[src/rtl/stclk_pkg.sv]
package stclk_pkg;
    localparam int CFG_W = 4;
    localparam logic [CFG_W-1:0] TEST_MASK = 4'b0111;
    localparam logic [CFG_W-1:0] TEST_CODE = 4'b0110;

    typedef enum logic [1:0] {
        PH_STRAP  = 2'd0,
        PH_TEST   = 2'd1,
        PH_NORMAL = 2'd2
    } phase_e;
endpackage

[src/rtl/strap_capture.sv]
module strap_capture #(
    parameter int W     = 4,
    parameter int SYNC  = 2
) (
    input  logic         clk,
    input  logic         por_n,
    input  logic [W-1:0] pins,
    output logic         run,
    output logic [W-1:0] cfg
);
    logic [SYNC-1:0] sync_q;
    logic [W-1:0]    cfg_q;

    // release synchroniser: asynchronous assert, synchronous release
    always_ff @(posedge clk or negedge por_n) begin
        if (!por_n) sync_q <= '0;
        else        sync_q <= {sync_q[SYNC-2:0], 1'b1};
    end

    assign run = sync_q[SYNC-1];

    // sampled on every edge while pins are inputs, frozen once running
    always_ff @(posedge clk) begin
        if (!run) cfg_q <= pins;
    end

    assign cfg = cfg_q;

    // configuration word never moves once released
    a_r2_cfg_frozen: assert property (@(posedge clk) disable iff (!por_n)
        (run && $past(run)) |-> $stable(cfg_q));
endmodule

[src/rtl/ratio_counter.sv]
module ratio_counter #(
    parameter int MOD = 4
) (
    input  logic                   clk,
    input  logic                   rst_n,
    input  logic                   en,
    output logic [$clog2(MOD)-1:0] cnt
);
    localparam int CW = $clog2(MOD);
    localparam logic [CW-1:0] LAST = CW'(MOD - 1);

    always_ff @(posedge clk or negedge rst_n) begin
        if (!rst_n)          cnt <= '0;
        else if (!en)        cnt <= '0;
        else if (cnt == LAST) cnt <= '0;
        else                 cnt <= cnt + 1'b1;
    end
endmodule

[src/rtl/duty_stretch.sv]
module duty_stretch (
    input  logic clk,
    input  logic rst_n,
    input  logic en,
    input  logic hit,
    output logic wave
);
    logic late_q;

    // half-period extension captured on the falling edge
    always_ff @(negedge clk or negedge rst_n) begin
        if (!rst_n)   late_q <= 1'b0;
        else if (!en) late_q <= 1'b0;
        else          late_q <= hit;
    end

    assign wave = hit | late_q;

    // at rising edges the stretched wave is never seen high twice running
    a_r8_single_rise_sample: assert property (@(posedge clk) disable iff (!rst_n)
        (en && $past(en) && $past(wave)) |-> !wave);
endmodule

[src/rtl/strap_test_clkgen.sv]
module strap_test_clkgen
    import stclk_pkg::*;
#(
    parameter int SYNC_STAGES = 2
) (
    input  logic             ref_clk,
    input  logic             por_n,
    input  logic [CFG_W-1:0] strap_pins,
    input  logic             bus_sel,
    output logic             pin_oe,
    output logic             test_mode,
    output logic             ref_out,
    output logic             apic_out,
    output logic             clk_div2,
    output logic             clk_div4,
    output logic             bus_clk
);
    localparam int BIN_MOD = 4;
    localparam int ODD_MOD = 3;

    logic             run;
    logic [CFG_W-1:0] cfg;
    phase_e           phase_q, phase_d;
    logic             div_en;
    logic [$clog2(BIN_MOD)-1:0] bin_cnt;
    logic [$clog2(ODD_MOD)-1:0] odd_cnt;
    logic             odd_wave;
    logic             code_hit;

    strap_capture #(.W(CFG_W), .SYNC(SYNC_STAGES)) u_cap (
        .clk   (ref_clk),
        .por_n (por_n),
        .pins  (strap_pins),
        .run   (run),
        .cfg   (cfg)
    );

    assign code_hit = ((cfg & TEST_MASK) == TEST_CODE);

    // next-phase logic
    always_comb begin
        phase_d = phase_q;
        unique case (phase_q)
            PH_STRAP:  if (run) phase_d = code_hit ? PH_TEST : PH_NORMAL;
            PH_TEST:   phase_d = PH_TEST;
            PH_NORMAL: phase_d = PH_NORMAL;
            default:   phase_d = PH_STRAP;
        endcase
    end

    // phase register
    always_ff @(posedge ref_clk or negedge por_n) begin
        if (!por_n) phase_q <= PH_STRAP;
        else        phase_q <= phase_d;
    end

    // phase outputs
    always_comb begin
        pin_oe    = 1'b0;
        test_mode = 1'b0;
        unique case (phase_q)
            PH_STRAP:  ;
            PH_TEST:   begin pin_oe = 1'b1; test_mode = 1'b1; end
            PH_NORMAL: pin_oe = 1'b1;
            default:   ;
        endcase
    end

    assign div_en = test_mode;

    ratio_counter #(.MOD(BIN_MOD)) u_bin (
        .clk   (ref_clk),
        .rst_n (por_n),
        .en    (div_en),
        .cnt   (bin_cnt)
    );

    ratio_counter #(.MOD(ODD_MOD)) u_odd (
        .clk   (ref_clk),
        .rst_n (por_n),
        .en    (div_en),
        .cnt   (odd_cnt)
    );

    duty_stretch u_str (
        .clk   (ref_clk),
        .rst_n (por_n),
        .en    (div_en),
        .hit   (odd_cnt == 2'd1),
        .wave  (odd_wave)
    );

    assign clk_div2 = bin_cnt[0];
    assign clk_div4 = bin_cnt[1];
    assign bus_clk  = bus_sel ? clk_div4 : odd_wave;
    assign ref_out  = ref_clk & test_mode;
    assign apic_out = ref_clk & test_mode;

    // pins stay inputs and test flag stays low until handover
    a_r1_no_flag_before_oe: assert property (@(posedge ref_clk) disable iff (!por_n)
        !pin_oe |-> (!test_mode && !clk_div2 && !clk_div4 && !bus_clk));
    // flag agrees with the frozen configuration word
    a_r4_flag_match: assert property (@(posedge ref_clk) disable iff (!por_n)
        pin_oe |-> (test_mode == (cfg[2] && cfg[1] && !cfg[0])));
    // half-rate output toggles on every edge in test mode
    a_r6_half_toggles: assert property (@(posedge ref_clk) disable iff (!por_n)
        (test_mode && $past(test_mode)) |-> (clk_div2 != $past(clk_div2)));
    // quarter-rate output moves only after the half-rate output was high
    a_r6_quarter_follows: assert property (@(posedge ref_clk) disable iff (!por_n)
        (test_mode && $past(test_mode)) |->
            ((clk_div4 != $past(clk_div4)) == $past(clk_div2)));
    // slow bus select equals the quarter-rate output
    a_r7_bus_quarter: assert property (@(posedge ref_clk) disable iff (!por_n)
        (test_mode && bus_sel) |-> (bus_clk == clk_div4));
    // normal mode keeps every clock quiet
    a_r9_quiet_normal: assert property (@(posedge ref_clk) disable iff (!por_n)
        (pin_oe && !test_mode) |->
            (!clk_div2 && !clk_div4 && !bus_clk && !ref_out && !apic_out));
endmodule

[config.mk]
export PLATFORM = sky130hd
export DESIGN_NAME = strap_test_clkgen
export DESIGN_NICKNAME = d
export VERILOG_FILES = /design/src/rtl/stclk_pkg.sv /design/src/rtl/strap_capture.sv /design/src/rtl/ratio_counter.sv /design/src/rtl/duty_stretch.sv /design/src/rtl/strap_test_clkgen.sv
export SDC_FILE = /design/constraint.sdc
export NUM_CORES = 1
export LEC_CHECK = 0
export BUFFER_PORTS_ARGS = -buffer_cell sky130_fd_sc_hd__buf_2
export CAP_MARGIN = 40
export CORE_AREA = 2 2 39 41
export DETAILED_ROUTE_END_ITERATION = 6
export DIE_AREA = 0 0 41 43
export GPL_TIMING_DRIVEN = 0
export PLACE_DENSITY = 0.66
export SLEW_MARGIN = 30
export SYNTH_ARGS = -nofsm -noshare
export SYNTH_HDL_FRONTEND = slang
export SYNTH_SLANG_ARGS = --single-unit
[constraint.sdc]
create_clock -name ref_clk -period 2 [get_ports ref_clk]
set_input_delay 0.4 -clock ref_clk [delete_from_list [all_inputs] [get_ports ref_clk]]
set_output_delay 0.4 -clock ref_clk [all_outputs]
set_load 0.01 [all_outputs]
# Yosys cells after proc, flatten, opt, wreduce, memory -nomap -nowiden
# Index checks and enable logic that the tools add are counted.
[word_totals] ff_bits=12 inputBits=7 out_inout_bits=7 elab_cells=30
[op_classes] addsub=2 eq_ne=7 mux=11 bitwise_logic=2 n_reduce_logical=2
[op_table] cell="2-to-1 mux 2 bit" n=6
[op_table] cell="equality test 2 bit (second input constant)" n=3
[op_table] cell="case mux 2 bit (3 select lines)" n=1
[op_table] cell="adder 2 x 1 -> 2 bit (second input constant)" n=2
[op_table] cell="equality test 2 x 1 -> 1 bit (second input constant)" n=2
[op_table] cell="2-to-1 mux 1 bit" n=4
[op_table] cell="equality test 3 bit (second input constant)" n=1
[op_table] cell="logical NOT 2 bit" n=1
[op_table] cell="inequality test 2 x 1 -> 1 bit (second input constant)" n=1
[op_table] cell="OR reduction 2 bit" n=1
[op_table] cell="bitwise AND 1 bit" n=1
[op_table] cell="OR 1 bit" n=1

# Longest topological paths before layout
[depth] depth_word=4 mapped_depth=5 depth_no_buf=5

# Cells and area by module
# A second synthesis with hierarchy kept.
[hier_totals] hier_cells=38 area_unflattened_um2=528.0
[by_module_without_submodules] mod="strap_capture" instances=1 cells_each=8 area_per_inst_um2=177.7 seq_area_each_um2=170.2
[by_module_without_submodules] mod="strap_test_clkgen" instances=1 cells_each=18 area_per_inst_um2=167.7 seq_area_each_um2=50.0
[by_module_without_submodules] mod="ratio_counter at u_bin" instances=1 cells_each=5 area_per_inst_um2=73.8 seq_area_each_um2=50.0
[by_module_without_submodules] mod="ratio_counter at u_odd" instances=1 cells_each=4 area_per_inst_um2=71.3 seq_area_each_um2=50.0
[by_module_without_submodules] mod="duty_stretch" instances=1 cells_each=3 area_per_inst_um2=37.5 seq_area_each_um2=25.0

==> impl_metrics.toml <==
[final_layout]
multiInputGateArea_um2 = 168
final_util_pct = 48.6
regArea_um2 = 315
mostFrequentLayoutCells = "buf_2 (10), dfrtp_1 (8), clkbuf_4 (5)"
layout_commonest_cell = "buf_2"
antenna_cells = 0
drive_above_1_share_pct = 44.1
area_growth_pct = 38.3
fillCellCount = 136
nets = 69

[cts]
clkTransAtPathRegs_ns = 0.06
cts_setup_buffers = 0
tritoncts = "done"
clock_latency_ns = 0.39

[sta]
hold_viol = 0
setup_ws_ns = -0.466
skew_ns = 0.0201
final-setup-viol-count = 1
report.final.slew_viol_count = 0
fin_tns_setup_ns = -0.466
rsz0062_at_grt = "yes"

[status]
status = "finished with violations"
violations = "setup timing"

[pwr]
power_switching_mw = 0.164
peakVddDrop_mv = 0.315
internal_power_mw = 0.447
p_seq_share_pct = 47.9
p_clk_share_pct = 34.7
powerDensity_nw_per_um2 = 907
power_mw = 0.611
power_frac_comb_pct = 17.4
power.leakage_nw = 0.338
power.share.switching_pct = 26.8

[synthesis]
synth.distinct_cells = 19
synth_warnings = 0
synth_fp_nets = 48
synth_cells = 38
seq_area_frac_synth_pct = 64.8
synth-seq-cells = 12
avgSynthCellArea_um2 = 12.8
mappedNetlistArea_um2 = 487

[route]
drt_iter0_markers = 5
via_per_inst = 4.35
post_drt_wl_per_cell_um = 9.63
routed_wl_um = 722
ant_nets = 0
drc = 0
dr.pass1.iters = 4
vias = 326

[min_path]
whs_path_depth = 1
min_to = "u_cap.cfg[0]"
hp-start = "strap_pins[0]"
hold_path_class = "in -> reg"

[place]
routabilityCongestion = 0.694
dp_hpwl_um = 491
port_buffers = 12

[run]
maxCapViolCount = 0

[worst_setup_path]
critPathLaunch = "u_str.late_q"
reg2reg_from = "phase_q[0]"
startpoint_type = "register"
worstSetupEndpointType = "output port"
reg2reg_depth = 2
path_class = "reg -> out"
rrSetupSlack_ns = 0.03
cp.required_ns = 1.60
r2r-end = "u_str.late_q"
worstPathMaxFanout = 1
arrival_ns = 2.07

[global_route]
grt_max_degree = 10
grt-ovfl-total = 0
grt_pass1_wl_um = 1180
grt_antenna_before_repair = 0
grtUsageTotal_pct = 11.4
first_global_vias = 328

[floorplanning]
dieArea_um2 = 1760
pin_count = 14
die_h_um = 43
floorplan.initialDensity_pct = 35.2
fp-row-count = 14
die_w_um = 41
core_area_um2 = 1380
-- registers in the layout, indices dropped and copies added, names as in the netlist --
signal        count
u_odd.cnt         2
u_str.late_q      1
u_cap.sync_q      2
phase_q           2
u_cap.cfg         3
u_bin.cnt         2
-- metal layers --
layer | share of wire [%] | GRT usage [%] | vias to the layer above
met5 | 0 | 0 | -
met3 | 5.1 | 10.5 | 0
met1 | 45 | 11.1 | 146
met4 | 0 | 15.3 | 0
met2 | 50 | 11.3 | 10
li1 | - | - | 170
-- worst max path at each step --
stage / depth (start not counted) / end
finish: 3 / bus_clk
global route: 3 / bus_clk
CTS: 3 / bus_clk
detailed placement: 3 / bus_clk
global placement: 3 / bus_clk
floorplan: 2 / bus_clk
-- final cells by class --
| type | count | area share [%] |
|---|---|---|
| buffer | 1 | 2.04 |
| clock buffer | 9 | 11.5 |
| clock inverter | 1 | 0.558 |
| inverter | 4 | 2.23 |
| multi-input combinational | 21 | 24.9 |
| sequential | 12 | 46.8 |
| tap | 16 | 2.97 |
| timing repair buffer | 11 | 8.92 |
-- what timing repair did --
| item | CTS | global route |
|---|---|---|
| hold endpoints to repair | 8 | 0 |
| gates resized for setup | 6 | 2 |
| hold buffers | 1 | 0 |
| pin swaps | 0 | 0 |
| endpoints found under the setup margin | 4 | 4 |
-- per-stage QoR --
step / hold slack (ns) / cell area [µm²] / setup WS, ns / instances
after floorplan: 0.104 / 489 / 0.000701 / 38
after global placement: 0.257 / 569 / -0.0400 / 66
after detailed placement: 0.258 / 569 / -0.0470 / 66
after CTS: 0.189 / 673 / -0.463 / 76
after global routing: 0.167 / 673 / -0.568 / 75
final: 0.202 / 673 / -0.466 / 75
-- critical path: stages (launching register included) --
cell     delay, ns
dfrtn_1       0.40
a21oi_2       0.03
o21ai_1       0.11
buf_2         0.14
-- synth_stat cells --
library cell | count | area, µm²
and3_1 | 2 | 12.5
nor3b_1 | 2 | 15.0
nand2_1 | 2 | 7.51
dfrtn_1 | 1 | 25.0
o31ai_1 | 1 | 7.51
nor2b_1 | 1 | 6.26
a21oi_1 | 1 | 5.00
nand2_2 | 1 | 6.26
edfxtp_1 | 3 | 90.1
inv_2 | 2 | 7.51
o41ai_2 | 1 | 16.3
nor2_1 | 1 | 3.75
o21ai_1 | 3 | 15.0
dfrtp_1 | 8 | 200
and2_1 | 2 | 12.5
buf_4 | 1 | 7.51
conb_1 | 1 | 3.75
ha_1 | 3 | 37.5
inv_1 | 2 | 7.51
-- power groups by stage --
stage          Clock (mW)  Combinational, mW  Sequential (mW)
2_1_floorplan     0.00407             0.0697            0.294
3_3_place_gp      0.00591             0.0983            0.296
3_5_place_dp      0.00591             0.0972            0.296
4_1_cts             0.225              0.101            0.291
5_1_grt             0.246              0.126            0.297
6_report            0.212              0.106            0.292
-- cells by family after synthesis --
kind of cell | share of synthesized area [%]
DFF | 64.8
and+or+nand+nor | 13.1
AOI/OAI and AO/OA | 9.00
buffers and inverters | 4.63
adders and majority gates | 7.71
other | 0.770
Power figures use the tool's default switching activity.
